[src/rtl/owm_pkg.sv]
package owm_pkg;
   typedef enum logic [2:0] {
      OP_RST   = 3'd0,
      OP_BIT   = 3'd1,
      OP_WBYTE = 3'd2,
      OP_RBYTE = 3'd3,
      OP_TRIP  = 3'd4
   } op_e;

   typedef enum logic [1:0] {PH_IDLE, PH_RLOW, PH_RHIGH, PH_SLOT} ph_e;

   function automatic logic op_known(input logic [2:0] c);
      return c <= 3'd4;
   endfunction

   // index of the final slot of a command
   function automatic logic [2:0] last_idx(input logic [2:0] c);
      case (c)
         OP_WBYTE, OP_RBYTE: return 3'd7;
         OP_TRIP:            return 3'd2;
         default:            return 3'd0;
      endcase
   endfunction
endpackage

[src/rtl/owm_sync.sv]
module owm_sync #(
   parameter int STAGES = 2
) (
   input  logic clk,
   input  logic rst_n,
   input  logic d,
   output logic q
);
   generate
      if (STAGES == 1) begin : g_single
         logic ff;
         always_ff @(posedge clk or negedge rst_n)
            if (!rst_n) ff <= 1'b1;
            else        ff <= d;
         assign q = ff;
      end else begin : g_chain
         logic [STAGES-1:0] ff;
         always_ff @(posedge clk or negedge rst_n)
            if (!rst_n) ff <= '1;
            else        ff <= {ff[STAGES-2:0], d};
         assign q = ff[STAGES-1];
      end
   endgenerate
endmodule

[src/rtl/owm_tsel.sv]
module owm_tsel #(
   parameter int CW       = 16,
   parameter int STD_RSTL = 24000,
   parameter int STD_SI   = 400,
   parameter int STD_MSP  = 3500,
   parameter int STD_W1L  = 400,
   parameter int STD_MSR  = 600,
   parameter int STD_W0L  = 3000,
   parameter int STD_REC0 = 250,
   parameter int OD_RSTL  = 2400,
   parameter int OD_SI    = 50,
   parameter int OD_MSP   = 425,
   parameter int OD_W1L   = 50,
   parameter int OD_MSR   = 75,
   parameter int OD_W0L   = 375,
   parameter int OD_REC0  = 125
) (
   input  logic          spd_od,
   output logic [CW-1:0] t_rstl,
   output logic [CW-1:0] t_si,
   output logic [CW-1:0] t_msp,
   output logic [CW-1:0] t_w1l,
   output logic [CW-1:0] t_msr,
   output logic [CW-1:0] t_w0l,
   output logic [CW-1:0] t_slot
);
   localparam int STD_SLOT = STD_W0L + STD_REC0;
   localparam int OD_SLOT  = OD_W0L + OD_REC0;

   assign t_rstl = spd_od ? CW'(OD_RSTL) : CW'(STD_RSTL);
   assign t_si   = spd_od ? CW'(OD_SI)   : CW'(STD_SI);
   assign t_msp  = spd_od ? CW'(OD_MSP)  : CW'(STD_MSP);
   assign t_w1l  = spd_od ? CW'(OD_W1L)  : CW'(STD_W1L);
   assign t_msr  = spd_od ? CW'(OD_MSR)  : CW'(STD_MSR);
   assign t_w0l  = spd_od ? CW'(OD_W0L)  : CW'(STD_W0L);
   assign t_slot = spd_od ? CW'(OD_SLOT) : CW'(STD_SLOT);
endmodule

[src/rtl/owm_engine.sv]
module owm_engine
   import owm_pkg::*;
#(
   parameter int CW = 16
) (
   input  logic          clk,
   input  logic          rst_n,
   input  logic          start,
   input  logic          is_rst,
   input  logic          wbit,
   input  logic          line,
   input  logic [CW-1:0] t_rstl,
   input  logic [CW-1:0] t_si,
   input  logic [CW-1:0] t_msp,
   input  logic [CW-1:0] t_w1l,
   input  logic [CW-1:0] t_msr,
   input  logic [CW-1:0] t_w0l,
   input  logic [CW-1:0] t_slot,
   output logic          pull,
   output logic          done,
   output logic          samp,
   output logic          pres,
   output logic          shrt
);
   ph_e           ph;
   logic [CW-1:0] cnt;
   logic          wbit_q;
   logic          rlow_end;

   assign rlow_end = (ph == PH_RLOW) && (cnt == t_rstl - 1'b1);
   assign done = ((ph == PH_RHIGH) && (cnt == t_rstl - 1'b1)) ||
                 ((ph == PH_SLOT)  && (cnt == t_slot - 1'b1));
   assign pull = (ph == PH_RLOW) ||
                 ((ph == PH_SLOT) && (cnt < (wbit_q ? t_w1l : t_w0l)));

   always_ff @(posedge clk or negedge rst_n) begin
      if (!rst_n) begin
         ph     <= PH_IDLE;
         cnt    <= '0;
         wbit_q <= 1'b1;
         samp   <= 1'b0;
         pres   <= 1'b0;
         shrt   <= 1'b0;
      end else if (start) begin
         ph     <= is_rst ? PH_RLOW : PH_SLOT;
         cnt    <= '0;
         wbit_q <= wbit;
         if (is_rst) begin
            pres <= 1'b0;
            shrt <= 1'b0;
         end
      end else begin
         case (ph)
            PH_RLOW: begin
               if (rlow_end) begin
                  ph  <= PH_RHIGH;
                  cnt <= '0;
               end else begin
                  cnt <= cnt + 1'b1;
               end
            end
            PH_RHIGH: begin
               if (cnt == t_si)  shrt <= ~line;
               if (cnt == t_msp) pres <= ~line;
               if (done) ph  <= PH_IDLE;
               else      cnt <= cnt + 1'b1;
            end
            PH_SLOT: begin
               if (cnt == t_msr) samp <= line;
               if (done) ph  <= PH_IDLE;
               else      cnt <= cnt + 1'b1;
            end
            default: cnt <= '0;
         endcase
      end
   end
endmodule

[src/rtl/owm_ctrl.sv]
module owm_ctrl
   import owm_pkg::*;
(
   input  logic       clk,
   input  logic       rst_n,
   input  logic       cmd_valid,
   input  logic [2:0] cmd_code,
   input  logic [7:0] cmd_data,
   input  logic       cmd_dir,
   input  logic       cmd_spu,
   input  logic       speed_od,
   input  logic       pd_req,
   input  logic       eng_done,
   input  logic       eng_bit,
   input  logic       eng_pres,
   input  logic       eng_shrt,
   output logic       start,
   output logic       is_rst,
   output logic       wbit,
   output logic       spd_q,
   output logic       busy,
   output logic       presence,
   output logic       short_det,
   output logic       bit_val,
   output logic [7:0] rd_data,
   output logic       srch_id,
   output logic       srch_cmp,
   output logic       srch_dir,
   output logic       srch_none,
   output logic       spu_en
);
   logic       accept, fin;
   logic [2:0] op_q, idx;
   logic [7:0] dat_q;
   logic [6:0] shreg;
   logic       dir_q, spu_q, id_q, cmp_q, dsel_q, tdir;

   assign accept = cmd_valid && !busy && !pd_req && op_known(cmd_code);
   assign fin    = busy && eng_done && (idx == last_idx(op_q));
   assign start  = accept || (busy && eng_done && !fin);
   assign is_rst = accept && (cmd_code == OP_RST);
   // id bit wins when the pair differs; 0/0 takes the host bit; 1/1 writes 1
   assign tdir   = (id_q != eng_bit) ? id_q : (id_q | dir_q);

   always_comb begin
      if (accept) begin
         case (cmd_code)
            OP_BIT, OP_WBYTE: wbit = cmd_data[0];
            default:          wbit = 1'b1;
         endcase
      end else begin
         case (op_q)
            OP_WBYTE: wbit = dat_q[idx + 3'd1];
            OP_TRIP:  wbit = (idx == 3'd1) ? tdir : 1'b1;
            default:  wbit = 1'b1;
         endcase
      end
   end

   always_ff @(posedge clk or negedge rst_n) begin
      if (!rst_n) begin
         busy <= 1'b0; op_q <= '0; idx <= '0; dat_q <= '0; shreg <= '0;
         dir_q <= 1'b0; spu_q <= 1'b0; spd_q <= 1'b0;
         id_q <= 1'b0; cmp_q <= 1'b0; dsel_q <= 1'b0;
         presence <= 1'b0; short_det <= 1'b0; bit_val <= 1'b0; rd_data <= '0;
         srch_id <= 1'b0; srch_cmp <= 1'b0; srch_dir <= 1'b0; srch_none <= 1'b0;
         spu_en <= 1'b0;
      end else begin
         if (accept) begin
            busy   <= 1'b1;
            op_q   <= cmd_code;
            dat_q  <= cmd_data;
            dir_q  <= cmd_dir;
            spu_q  <= cmd_spu;
            spd_q  <= speed_od;
            idx    <= '0;
            spu_en <= 1'b0;
         end else if (busy && eng_done) begin
            shreg <= {eng_bit, shreg[6:1]};
            if (idx == 3'd0) id_q <= eng_bit;
            if (idx == 3'd1) begin
               cmp_q  <= eng_bit;
               dsel_q <= tdir;
            end
            if (fin) begin
               busy   <= 1'b0;
               spu_en <= spu_q;
               case (op_q)
                  OP_RST: begin
                     presence  <= eng_pres;
                     short_det <= eng_shrt;
                  end
                  OP_BIT:   bit_val <= eng_bit;
                  OP_RBYTE: rd_data <= {eng_bit, shreg};
                  OP_TRIP: begin
                     srch_id   <= id_q;
                     srch_cmp  <= cmp_q;
                     srch_dir  <= dsel_q;
                     srch_none <= id_q & cmp_q;
                  end
                  default: ;
               endcase
            end else begin
               idx <= idx + 3'd1;
            end
         end
         if (pd_req) spu_en <= 1'b0;
      end
   end
endmodule

[src/rtl/owm_master.sv]
module owm_master #(
   parameter int SYNC_STAGES = 2,
   parameter int STD_RSTL = 24000,
   parameter int STD_SI   = 400,
   parameter int STD_MSP  = 3500,
   parameter int STD_W1L  = 400,
   parameter int STD_MSR  = 600,
   parameter int STD_W0L  = 3000,
   parameter int STD_REC0 = 250,
   parameter int OD_RSTL  = 2400,
   parameter int OD_SI    = 50,
   parameter int OD_MSP   = 425,
   parameter int OD_W1L   = 50,
   parameter int OD_MSR   = 75,
   parameter int OD_W0L   = 375,
   parameter int OD_REC0  = 125
) (
   input  logic       clk,
   input  logic       rst_n,
   input  logic       cmd_valid,
   input  logic [2:0] cmd_code,
   input  logic [7:0] cmd_data,
   input  logic       cmd_dir,
   input  logic       cmd_spu,
   input  logic       speed_od,
   input  logic       pd_req,
   input  logic       ow_in,
   output logic       ow_pull,
   output logic       busy,
   output logic       presence,
   output logic       short_det,
   output logic       bit_val,
   output logic [7:0] rd_data,
   output logic       srch_id,
   output logic       srch_cmp,
   output logic       srch_dir,
   output logic       srch_none,
   output logic       spu_en,
   output logic       line_off
);
   localparam int STD_MAX = (STD_RSTL > STD_W0L + STD_REC0) ? STD_RSTL : STD_W0L + STD_REC0;
   localparam int OD_MAX  = (OD_RSTL > OD_W0L + OD_REC0) ? OD_RSTL : OD_W0L + OD_REC0;
   localparam int T_MAX   = (STD_MAX > OD_MAX) ? STD_MAX : OD_MAX;
   localparam int CW      = $clog2(T_MAX + 1);

   generate
      if (SYNC_STAGES < 1) begin : g_bad_sync
         $error("SYNC_STAGES must be at least 1");
      end
      if (!(STD_W1L < STD_MSR && STD_MSR < STD_W0L + STD_REC0 && STD_W1L < STD_W0L &&
            STD_SI < STD_MSP && STD_MSP < STD_RSTL)) begin : g_bad_std
         $error("standard timing set out of order");
      end
      if (!(OD_W1L < OD_MSR && OD_MSR < OD_W0L + OD_REC0 && OD_W1L < OD_W0L &&
            OD_SI < OD_MSP && OD_MSP < OD_RSTL)) begin : g_bad_od
         $error("overdrive timing set out of order");
      end
   endgenerate

   logic          line_s, spd_q, start, is_rst, wbit;
   logic          eng_pull, eng_done, eng_bit, eng_pres, eng_shrt;
   logic [CW-1:0] t_rstl, t_si, t_msp, t_w1l, t_msr, t_w0l, t_slot;

   owm_sync #(.STAGES(SYNC_STAGES)) u_sync (
      .clk(clk), .rst_n(rst_n), .d(ow_in), .q(line_s));

   owm_tsel #(
      .CW(CW),
      .STD_RSTL(STD_RSTL), .STD_SI(STD_SI), .STD_MSP(STD_MSP), .STD_W1L(STD_W1L),
      .STD_MSR(STD_MSR), .STD_W0L(STD_W0L), .STD_REC0(STD_REC0),
      .OD_RSTL(OD_RSTL), .OD_SI(OD_SI), .OD_MSP(OD_MSP), .OD_W1L(OD_W1L),
      .OD_MSR(OD_MSR), .OD_W0L(OD_W0L), .OD_REC0(OD_REC0)
   ) u_tsel (
      .spd_od(spd_q), .t_rstl(t_rstl), .t_si(t_si), .t_msp(t_msp), .t_w1l(t_w1l),
      .t_msr(t_msr), .t_w0l(t_w0l), .t_slot(t_slot));

   owm_ctrl u_ctrl (
      .clk(clk), .rst_n(rst_n), .cmd_valid(cmd_valid), .cmd_code(cmd_code),
      .cmd_data(cmd_data), .cmd_dir(cmd_dir), .cmd_spu(cmd_spu), .speed_od(speed_od),
      .pd_req(pd_req), .eng_done(eng_done), .eng_bit(eng_bit), .eng_pres(eng_pres),
      .eng_shrt(eng_shrt), .start(start), .is_rst(is_rst), .wbit(wbit), .spd_q(spd_q),
      .busy(busy), .presence(presence), .short_det(short_det), .bit_val(bit_val),
      .rd_data(rd_data), .srch_id(srch_id), .srch_cmp(srch_cmp), .srch_dir(srch_dir),
      .srch_none(srch_none), .spu_en(spu_en));

   owm_engine #(.CW(CW)) u_eng (
      .clk(clk), .rst_n(rst_n), .start(start), .is_rst(is_rst), .wbit(wbit),
      .line(line_s), .t_rstl(t_rstl), .t_si(t_si), .t_msp(t_msp), .t_w1l(t_w1l),
      .t_msr(t_msr), .t_w0l(t_w0l), .t_slot(t_slot), .pull(eng_pull),
      .done(eng_done), .samp(eng_bit), .pres(eng_pres), .shrt(eng_shrt));

   always_ff @(posedge clk or negedge rst_n)
      if (!rst_n) line_off <= 1'b0;
      else        line_off <= pd_req;

   assign ow_pull = eng_pull & ~line_off;
endmodule

[config.mk]
export PLATFORM = sky130hd
export DESIGN_NAME = owm_master
export DESIGN_NICKNAME = d
export VERILOG_FILES = /design/src/rtl/owm_pkg.sv /design/src/rtl/owm_sync.sv /design/src/rtl/owm_tsel.sv /design/src/rtl/owm_engine.sv /design/src/rtl/owm_ctrl.sv /design/src/rtl/owm_master.sv
export SDC_FILE = /design/constraint.sdc
export NUM_CORES = 1
export LEC_CHECK = 0
export BUFFER_PORTS_ARGS = -buffer_cell sky130_fd_sc_hd__buf_2
export CORE_ASPECT_RATIO = 0.8
export CORE_MARGIN = 2
export CORE_UTILIZATION = 59
export DETAILED_ROUTE_END_ITERATION = 8
export HOLD_SLACK_MARGIN = 0.03
export MAX_ROUTING_LAYER = met4
export PLACE_DENSITY = 0.9
export RECOVER_POWER = 50
export SLEW_MARGIN = 20
export SYNTH_ARGS = -nofsm -noshare
export SYNTH_HDL_FRONTEND = slang
export SYNTH_SLANG_ARGS = --single-unit
[constraint.sdc]
create_clock -name clk -period 3 [get_ports clk]
set_input_delay 0.6 -clock clk [delete_from_list [all_inputs] [get_ports clk]]
set_output_delay 0.6 -clock clk [all_outputs]
set_load 0.01 [all_outputs]
# Yosys cells after proc, flatten, opt, wreduce, memory -nomap -nowiden
# Index checks and enable logic that the tools add are counted.
dict set report totals {
  regBits 68
  latch_bits 0
  ram_bits 0
  romBits 0
  out_inout_bits 19
  wordCells 150
  n_memories 0
}
dict set report classes {
  add_sub_neg 4
  n_mul 0
  div_mod_pow 0
  n_lt_le_gt_ge 3
  eq_ne 22
  shift 0
  muxes 41
  bitwise 7
  n_reduce_logical 45
}
# operator n
set op_table {}
lappend op_table {{$mux W15} 4}
lappend op_table {{$mux W12} 4}
lappend op_table {{$eq A15 B15 Y1} 2}
lappend op_table {{$pmux W15 S2} 1}
lappend op_table {{$mux W1} 19}
lappend op_table {{$reduce_and A3 Y1} 6}
lappend op_table {{$reduce_and A4 Y1} 4}
lappend op_table {{$add A15 B1 Y15 const B} 1}
lappend op_table {{$eq A15 B10 Y1} 1}
lappend op_table {{$eq A15 B12 Y1} 1}
lappend op_table {{$eq A15 B9 Y1} 1}
lappend op_table {{$lt A15 B15 Y1} 1}
lappend op_table {{$sub A15 B1 Y15 const B} 1}
lappend op_table {{$sub A12 B1 Y13 const B} 1}
lappend op_table {{$logic_and A1 B1 Y1} 11}
lappend op_table {{$mux W10} 1}
lappend op_table {{$reduce_bool A2 Y1} 5}
lappend op_table {{$eq A3 B1 Y1 const B} 3}
lappend op_table {{$eq A3 B2 Y1 const B} 3}
lappend op_table {{$logic_not A3 Y1} 3}
lappend op_table {{$mux W3} 3}
lappend op_table {{$mux W9} 1}
lappend op_table {{$reduce_bool A3 Y1} 3}
lappend op_table {{$mux W2} 4}
lappend op_table {{23 further kinds} 38}

# Depth between registers and ports, before layout
# Gate-level depths: netlist (run 1).
dict set report depth {
  ltp_word 12
  depth_mapped 9
  depth_no_buf 7
}

# Modules after synthesis
# Synthesis (run 1) repeated with hierarchy kept, for this count alone.
dict set report hier_totals {
  hier_cells 698
  hier_area_um2 6392.4
}
# module instances cells_per_inst area_per_inst_um2 seq_area_each_um2
set by_module_without_submodules {}
lappend by_module_without_submodules {owm_engine 1 415 3469.6 526.8}
lappend by_module_without_submodules {owm_ctrl 1 172 2039.5 1101.1}
lappend by_module_without_submodules {owm_tsel 1 107 792.0 0.0}
lappend by_module_without_submodules {owm_sync 1 2 52.6 52.6}
lappend by_module_without_submodules {owm_master 1 2 38.8 25.0}

# Worst setup path after synthesis (run 1)
# OpenSTA, ideal clock, no wires.
dict set report synth_timing {
  path_kind {register to register}
  from {reg u_ctrl.spd_q}
  to {reg u_ctrl.presence}
  setup_ps 125
  arrival_ps 2460
  required_time_ps 2875
  slack_ps 415
  stages_incl_launch_ff 9
  period_less_slack_ps 2585
  path_cell_list {dfrtp_1 clkbuf_1 inv_1 ha_1 nand4_1 o32ai_4 nand2_2 or4b_4 mux2_4}
}
dict set report synth_between {
  elab_chain_cells 8
  elab_cells_between_ends 12
  classes_between {2 x add/sub; 2 x eq/ne; 2 x mux; 6 x reduce/logical}
}
# element line_no
set synth_rtl {}
lappend synth_rtl {{start: declaration} owm_ctrl.sv:20} ;# output logic spd_q,
lappend synth_rtl {{start signal: assignment} owm_ctrl.sv:75} ;# spd_q <= speed_od;
lappend synth_rtl {{$mux W15 or $mux W12 (tied branches)} {owm_tsel.sv:30, owm_tsel.sv:36}}
lappend synth_rtl {{$sub A15 B1 Y15 or $sub A12 B1 Y13 (tied branches)} {owm_engine.sv:31, owm_engine.sv:32}}
lappend synth_rtl {{$eq A15 B15 Y1 (on tied branches)} {owm_engine.sv:31, owm_engine.sv:32}}
lappend synth_rtl {{$logic_and A1 B1 Y1 (on tied branches)} {owm_engine.sv:31, owm_engine.sv:32}}
lappend synth_rtl {{$logic_or A1 B1 Y1 *} owm_engine.sv:31} ;# assign done = ((ph == PH_RHIGH) && (cnt == t_rstl - 1'b1)) ||
lappend synth_rtl {{$logic_and A1 B1 Y1 *} {owm_ctrl.sv:39, owm_ctrl.sv:78}}
lappend synth_rtl {{$logic_and A1 B1 Y1} owm_ctrl.sv:39} ;# assign fin = busy && eng_done && (idx == last_idx(op_q));
lappend synth_rtl {{$reduce_and A4 Y1 (no line) *} --}
lappend synth_rtl {{end signal: assignment} owm_ctrl.sv:90} ;# presence <= eng_pres;
lappend synth_rtl {{end: declaration} owm_ctrl.sv:22} ;# output logic presence,
# Every way passes the cells marked *; elsewhere a longest branch is shown, timed or not.
# A chain may end at the register's enable or synchronous reset.

# Worst setup path in the final report (run 1)
dict set report layout_timing {
  from {reg u_ctrl.spd_q}
  to {out ow_pull}
}
dict set report layout_between {
  elab_chain_cells 6
  elab_cells_between_ends 7
  classes_between {1 x order compare; 3 x mux; 1 x bitwise; 2 x reduce/logical}
}
# element line_no
set layout_rtl {}
lappend layout_rtl {{$mux W12 or $mux W9 (tied branches)} {owm_tsel.sv:35, owm_tsel.sv:33}}
lappend layout_rtl {{$mux W12 *} owm_engine.sv:34} ;# ((ph == PH_SLOT) && (cnt < (wbit_q ? t_w1l : t_w0l)));
lappend layout_rtl {{$lt A15 B15 Y1 *} owm_engine.sv:34}
lappend layout_rtl {{$logic_and A1 B1 Y1 *} owm_engine.sv:34}
lappend layout_rtl {{$logic_or A1 B1 Y1 *} owm_engine.sv:33} ;# assign pull = (ph == PH_RLOW) ||
lappend layout_rtl {{$and A1 B1 Y1 *} owm_master.sv:96} ;# assign ow_pull = eng_pull & ~line_off;
lappend layout_rtl {{end: declaration} owm_master.sv:28} ;# output logic ow_pull,
# Marked as above.

==> impl_results.md, run 1 <==
* Outcome: finished, violations left
* Violated checks: capacitance limit, slew limit
* DRC Markers at 0
* Endpoints failing hold at 0
* Core Rows at 25
* Clock group share of total power at 44.2%
* Placer Congestion at 1.011
* RSZ-0062 raised after global routing: no
* Worst Hold Launch: ow_in
* HP Class: in2reg
* Post-Route WL at 9.098 mm
* Port buffer count at 37
* Net switching fraction of the power at 22.34%
* Tot GR Track Use at 28.35%
* Largest net degree at the start of global routing at 32
* Avg Cell Area, Syn at 9.683 µm²
* Peak VDD IR at 0.3802 mV
* Synthesis-to-finish area growth at 14.22%
* Vias after detailed routing at 3159
* Synth Cell Area at 3747 µm²
* Final instance area at 4280 µm²
* Antenna violations before repair at 0
* Fin nets at 464
* Clock root buffer: clkbuf_8
* Die Footprint at 7009 µm²
* Worst Reg-to-Reg Cells at 7
* Reg-to-Reg Start: u_eng.cnt[7]
* Worst-path clk slew at 0.08 ns
* Routed len/inst at 17.56 µm
* Async SR Flop Fraction at 100.0%
* CTS tree: built
* R2R Setup Slk at 0.27 ns
* Post-synth cell types at 69
* Core footprint at 6037 µm²
* CTS Buffer Depth at 2
* Worst Skew at 0.01355 ns
* Max-Cap Viols at 1
* Seq cells post-synth at 68
* RR Endpoint: u_ctrl.short_det
* Hold-fix buffers, CTS at 0
* Fin util at 70.90%
* Internal power at 1.427 mW
* Detail Route Antenna Nets at 0
* Die Width at 93.10 µm
* Routed vias/inst at 6.098
* CP Class: reg2out
* H-tree depth at 3
* Inserted Clock Buffers at 9
* Post-DP HPWL at 6.717 mm
* Yosys top cell area share at 43.41%
* First-pass GRT wire length at 14.42 mm
* Area contributors post-synth: dfrtp_1 43%, nand2_1 8.0%, ha_1 4.3%
* Share of post-route cells with drive strength above 1 at 21.28%
* Critical path required time at 2.40 ns
* Rel. slew slack at -4.948%
* Endpoint, Worst Hold: u_sync.g_chain.ff[0]
* Leak pwr at 2.084 nW
* Placed cell areas at 4070 µm²
* Final worst-path cycle share at 96.54%
* Sum Neg Setup Slack at 0 ns
* Synth area leader: dfrtp_1
* Clock Latency Late Sink at 0.35 ns
* Slew Viols, Final at 32
* Synth Instances at 387
* Data arrival, critical path at 2.30 ns
* Max Freq at 345.3 MHz
* Period minus WS final at 2.896 ns
* Worst-Margin Slew at 1.574 ns
* Die H at 75.28 µm
* Register area share after synthesis at 45.51%
* GR Overflow Total at 0
* Syn nets at 419
* Seq pwr share at 51.2%
* Number of synthesized flops with an enable pin at 0
* Max FO, Critical Path at 16
* Hold Crit Depth at 1
* Crit path launch type: register
* Clock Sinks at 68
* Fill count at 451
* Syn. warnings at 0
* Synth Flop Type: dfrtp_1
* Final setup vio count at 0
* Crit. End Element: output port
* Net load switching power at 0.4106 mW
* I/O pin cnt at 38
* Number of global-route vias before repair at 2980
* Starting density of the core at 62.07%
* PwrDens at 429.3 nW/µm²
* # diodes at 0
* Combinational fraction of design power at 4.6%
* Final setup margin at 0.1037 ns
* Detailed Route Iter0 Violations at 277
* Pre-Repair DR Iteration Count at 5
* Hold_ws at 0.3477 ns
* Post-place setup slack at 0.2985 ns
[power by group through the flow]
stage / clock network, mW / logic, mW / registers (mW)
finish: 0.813 / 0.0843 / 0.941
global placement: 0 / 0.0810 / 0.956
detailed placement: 0 / 0.0837 / 0.957
CTS: 0.819 / 0.0844 / 0.940
global route: 0.853 / 0.0947 / 0.941
floorplan: 0 / 0.0389 / 0.954
[metrics by stage]
stage	power, mW	cells
2_1_floorplan	0.9924	387
3_3_place_gp	1.037	502
3_5_place_dp	1.041	502
4_1_cts	1.843	518
5_1_grt	1.889	518
6_report	1.838	518
[registers in the layout, indices dropped and copies added (netlist names), 2 cells and up]
signal	flops
u_eng.cnt	15
u_ctrl.dat_q	8
u_ctrl.rd_data	8
u_ctrl.shreg	7
u_ctrl.idx	3
u_ctrl.op_q	3
u_eng.ph	2
u_sync.g_chain.ff	2
[timing repair]
item	in CTS	in global routing
setup buffers	0	0
resized for setup	0	4
endpoints found under the setup margin	0	1
[Yosys cell counts (2+ instances only)]
cell and instances:
nor2_1 21, mux2i_1 4, a21oi_1 10, or2_2 4
nor2b_1 4, dfstp_2 3, mux2_4 2, and4b_1 3
buf_2 4, mux2_2 14, nor4_1 2, a31oi_1 2
o211ai_1 2, and2_1 6, o31ai_1 3, ha_1 13
o21ai_0 16, nand4b_1 2, nor4b_1 2, nor3b_1 2
nor4bb_1 2, clkbuf_1 13, mux4_2 2, dfrtp_1 65
nand4_1 7, nor3_1 7, o22ai_1 4, nand2_1 80
or3_1 6, xnor2_1 6, o21bai_1 2, inv_1 10
nand2b_1 7, and3_1 4, nand3_1 14, xor2_1 6
[kinds of logic after synthesis]
group                    Yosys count  share of synthesized area (%)
XOR/XNOR                          12                          2.805
AND/OR/NAND/NOR                  185                          25.84
adder cells (fa/ha/maj)           13                          4.341
multiplexers                      23                          7.579
buffers and inverters             28                          3.039
flip-flops                        68                          45.51
AO/OA/AOI/OAI                     58                          10.89
[cell usage in the layout, fill, tap and decap left out, types with 6 or more instances in the layout]
cell type  instances
nor2_1            21
nor3_1             7
and2_1             6
dfrtp_1           65
clkbuf_1          12
clkbuf_8           9
xor2_1             6
nand3_1           14
inv_1             10
a21oi_1           10
or3_1              6
mux2_2            14
nand2_1           80
nand2b_1           7
nand4_1            7
ha_1              13
buf_2             29
o21ai_0           16
xnor2_1            6
buf_4             12
[final cells by class]
type	instances	area [µm²]	share of cell area, %
clock inverter	5	77.57	1.812
multi-input combinational	291	1943	45.40
timing repair buffer	52	284.0	6.635
clock buffer	11	131.4	3.069
tap	81	101.3	2.368
sequential	68	1705	39.84
inverter	10	37.54	0.8769
[layer usage]
layer | GRT usage (%) | vias to the layer above | routed length, µm
li1 | - | 1468 | -
met1 | 38.47 | 1525 | 4113
met2 | 41.06 | 145 | 4021
met3 | 7.407 | 21 | 813
met4 | 11.44 | 0 | 150
met5 | - | - | 0
[critical path, cell delays in order, from the launching register on]
cell and delay (ns):
dfrtp_1 0.39, buf_6 0.18, inv_1 0.07, ha_1 0.34
o21ai_0 0.10, a21boi_0 0.21, o2111ai_1 0.15, a211oi_2 0.27
o32ai_2 0.10, buf_2 0.15
[how the worst max path moves through the flow]
stage	startpoint	endpoint	slack (ns)	cells after the start
after global placement	u_eng.cnt[7]	u_ctrl.presence	0.34	7
after global routing	u_ctrl.spd_q	ow_pull	0.02	9
final	u_ctrl.spd_q	ow_pull	0.10	9
after floorplan	u_ctrl.spd_q	u_ctrl.presence	0.42	8
after CTS	u_ctrl.spd_q	ow_pull	0.07	8
after detailed placement	u_eng.cnt[7]	u_ctrl.short_det	0.30	7
Note: power is estimated with default switching activity, not from simulation.
==> run 2, diff against run 1 <==
--- a/config.mk
+++ b/config.mk
@@ -8,13 +8,14 @@
 export BUFFER_PORTS_ARGS = -buffer_cell sky130_fd_sc_hd__buf_2
 export CORE_ASPECT_RATIO = 0.8
 export CORE_MARGIN = 2
-export CORE_UTILIZATION = 59
+export CORE_UTILIZATION = 34
+export CTS_CLUSTER_DIAMETER = 40
 export DETAILED_ROUTE_END_ITERATION = 8
 export HOLD_SLACK_MARGIN = 0.03
 export MAX_ROUTING_LAYER = met4
-export PLACE_DENSITY = 0.9
+export PLACE_DENSITY = 0.61
 export RECOVER_POWER = 50
-export SLEW_MARGIN = 20
+export SLEW_MARGIN = 5
 export SYNTH_ARGS = -nofsm -noshare
 export SYNTH_HDL_FRONTEND = slang
 export SYNTH_SLANG_ARGS = --single-unit
==> run 2 against run 1 <==
Flip-flop and latch count did not move. Clock power rose by 34%. Design area rose by 3.8%. The run still ends with capacitance limit, slew limit left. Sequential share of layout area fell by 1.4 points. Core utilization fell by 30 points. Sequential power barely moved. Clock skew fell by 0.0072 ns. Largest power group is now clock. Count of clock-buffer cells in the layout fell by 1. Via count fell by 5.5%. Cell count rose by 12%. Highest routed layer unchanged.
==> impl_results.md, run 2 (synthesized netlist as in run 1, its figures left out) <==
* Outcome: finished, violations left
* Violated checks: capacitance limit, slew limit
* Port buffer count at 37 (unchanged)
* Final worst-path cycle share at 95.18% (-1.4 points)
* Commonest cells after routing, fill and taps aside: 80 x nand2_1, 65 x dfrtp_1, 29 x buf_2
* Leak pwr at 2.122 nW (+1.8%)
* Setup crit end: ow_pull
* Rel. slew slack at -1.674% (+3.3 points)
* Worst-path clk slew at 0.06 ns (-0.02 ns)
* Fill count at 1086 (+140%)
* DRC Markers at 0 (unchanged)
* Internal power at 1.634 mW (+15%)
* CTS Buffer Depth at 2 (unchanged)
* CTS tree: built
* Starting density of the core at 34.68% (-27 points)
* Largest registers: u_eng.cnt x15, u_ctrl.dat_q x8, u_ctrl.rd_data x8
* Post-place setup slack at 0.3048 ns (+0.006260 ns)
* First-pass GRT wire length at 15.86 mm (+10%)
* Post-DP HPWL at 6.869 mm (+2.3%)
* Net switching fraction of the power at 22.64% (+0.30 points)
* Final setup margin at 0.1447 ns (+0.04103 ns)
* Period minus WS final at 2.855 ns (-0.04103 ns)
* # diodes at 0 (unchanged)
* Net load switching power at 0.4784 mW (+17%)
* Core footprint at 10810 µm² (+79%)
* R2R Setup Slk at 0.26 ns (about the same)
* Synthesis-to-finish area growth at 18.53%
* Peak VDD IR at 0.2397 mV (-37%)
* Slowest stage delay, CP at 0.38 ns (about the same)
* Hold_ws at 0.3617 ns (+0.01401 ns)
* WP buf/inv at 2 (-1)
* Final instance area at 4442 µm² (+3.8%)
* Max Freq at 350.2 MHz (+1.4%)
* Die H at 97.90 µm (+30%)
* Endpoints failing hold at 0 (unchanged)
* HP Class: reg2reg
* H-tree depth at 3 (unchanged)
* Final setup vio count at 0 (unchanged)
* CP Class: reg2out
* Share of post-route cells with drive strength above 1 at 21.28% (unchanged)
* Routed vias/inst at 5.138 (-16%)
* Pre-Repair DR Iteration Count at 4 (-1)
* Detail Route Antenna Nets at 0 (unchanged)
* Crit path launch: u_ctrl.spd_q
* Placed cell areas at 4149 µm² (+1.9%)
* Reg-to-Reg Start: u_eng.cnt[7]
* Max FO, Critical Path at 16 (unchanged)
* PwrDens at 475.7 nW/µm² (+11%)
* Commonest non-fill, non-tap cell in the layout: nand2_1
* Post-cts sizing count at 0 (unchanged)
* Worst path depth at 8 (-1)
* Crit path launch type: register
* Detailed Route Iter0 Violations at 222 (-20%)
* Worst-Margin Slew at 1.525 ns (-0.04910 ns)
* RR Endpoint: u_ctrl.short_det
* Fin nets at 464 (unchanged)
* Post-CTS Setup Inserts at 0 (unchanged)
* Placer Congestion at 0.8795 (-13%)
* GR Overflow Total at 0 (unchanged)
* Data arrival, critical path at 2.26 ns (-0.04 ns)
* CP delay by family, top: simple AND/OR/NAND/NOR gates
* CP max stage cell: dfrtp_1
* Seq pwr share at 44.5% (-6.7 points)
* Worst Reg-to-Reg Cells at 7 (unchanged)
* Fin util at 41.11% (-30 points)
* Max FFs per register at 15 (unchanged)
* Critical path required time at 2.40 ns (about the same)
* Clock Latency Late Sink at 0.33 ns (-0.02 ns)
* Antenna violations before repair at 0 (unchanged)
* Post-Route WL at 9.259 mm (+1.8%)
* Worst Skew at 0.006308 ns (-0.007241 ns)
* Core Rows at 34 (+36%)
* I/O pin cnt at 38 (unchanged)
* Die Width at 121.4 µm (+30%)
* Vias after detailed routing at 2985 (-5.5%)
* Most flops, register: u_eng.cnt
* Die Footprint at 11880 µm² (+70%)
* RSZ-0062 raised after global routing: no
* Largest net degree at the start of global routing at 29 (-9.4%)
* Sum Neg Setup Slack at 0 ns (unchanged)
* Clock Sinks at 68 (unchanged)
* Number of global-route vias before repair at 3001 (+0.70%)
* Slew Viols, Final at 29 (-9.4%)
* Clock group share of total power at 51.6% (+7.4 points)
* Inserted Clock Buffers at 9 (unchanged)
* Hold-fix buffers, CTS at 0 (unchanged)
* Routed len/inst at 15.94 µm (-9.3%)
* Crit. End Element: output port
* Clock root buffer: clkbuf_16
* Max-Cap Viols at 1 (unchanged)
* Ordered list of cells on the worst path: buf_4, or2_2, ha_1, nor2b_1, o31ai_1, nand3_1, o32ai_1, buf_2
* Tot GR Track Use at 17.34% (-11 points)
* Combinational fraction of design power at 3.9% (-0.7 points)
==> run 2: cell count changes in the layout (fill, tap and decap cells not counted), sizes merged <==
cell,previous run,this run
inv,10,12
clkinv,2,1
bufinv,2,1
clkinvlp,1,2
clkbuf,21,20
==> run 2: how the worst min path moves through the flow <==
stage | start | to | slack, ns | depth (start not counted)
global placement | u_sync.g_chain.ff[0] | u_sync.g_chain.ff[1] | 0.35 | 0
finish | u_sync.g_chain.ff[0] | u_sync.g_chain.ff[1] | 0.36 | 0
detailed placement | u_sync.g_chain.ff[0] | u_sync.g_chain.ff[1] | 0.36 | 0
CTS | rst_n | u_ctrl.rd_data[0] | 0.20 | 1
global route | ow_in | u_sync.g_chain.ff[0] | 0.36 | 1
floorplan | rst_n | line_off | 0.30 | 0
==> run 2: final cells by class <==
class	count	area [µm²]	share of cell area (%)
timing repair buffer	52	280.3	6.310
clock buffer	10	239.0	5.380
inverter	10	37.54	0.8451
sequential	68	1705	38.39
tap	144	180.2	4.056
multi-input combinational	291	1928	43.41
clock inverter	6	71.32	1.606
==> run 2: through the flow <==
step | cells | power [mW]
4_1_cts | 581 | 2.136
6_report | 581 | 2.113
5_1_grt | 581 | 2.195
2_1_floorplan | 387 | 0.9924
3_5_place_dp | 565 | 1.042
3_3_place_gp | 565 | 1.041
==> run 2: per-layer routing <==
layer  global-route usage (%)  vias up  part of all wire, %
met4                    3.979        0                  1.3
met5                        -        -                    0
met1                    26.50     1411                   51
met3                    3.914       12                  6.7
met2                    23.12       92                   41
li1                         -     1470                    -
==> run 2: power by group through the flow <==
stage / Combinational, mW / Clock, mW / Sequential, mW
CTS: 0.0854 / 1.11 / 0.941
floorplan: 0.0389 / 0 / 0.954
finish: 0.0823 / 1.09 / 0.941
global route: 0.0959 / 1.16 / 0.943
global placement: 0.0838 / 0 / 0.957
detailed placement: 0.0848 / 0 / 0.957
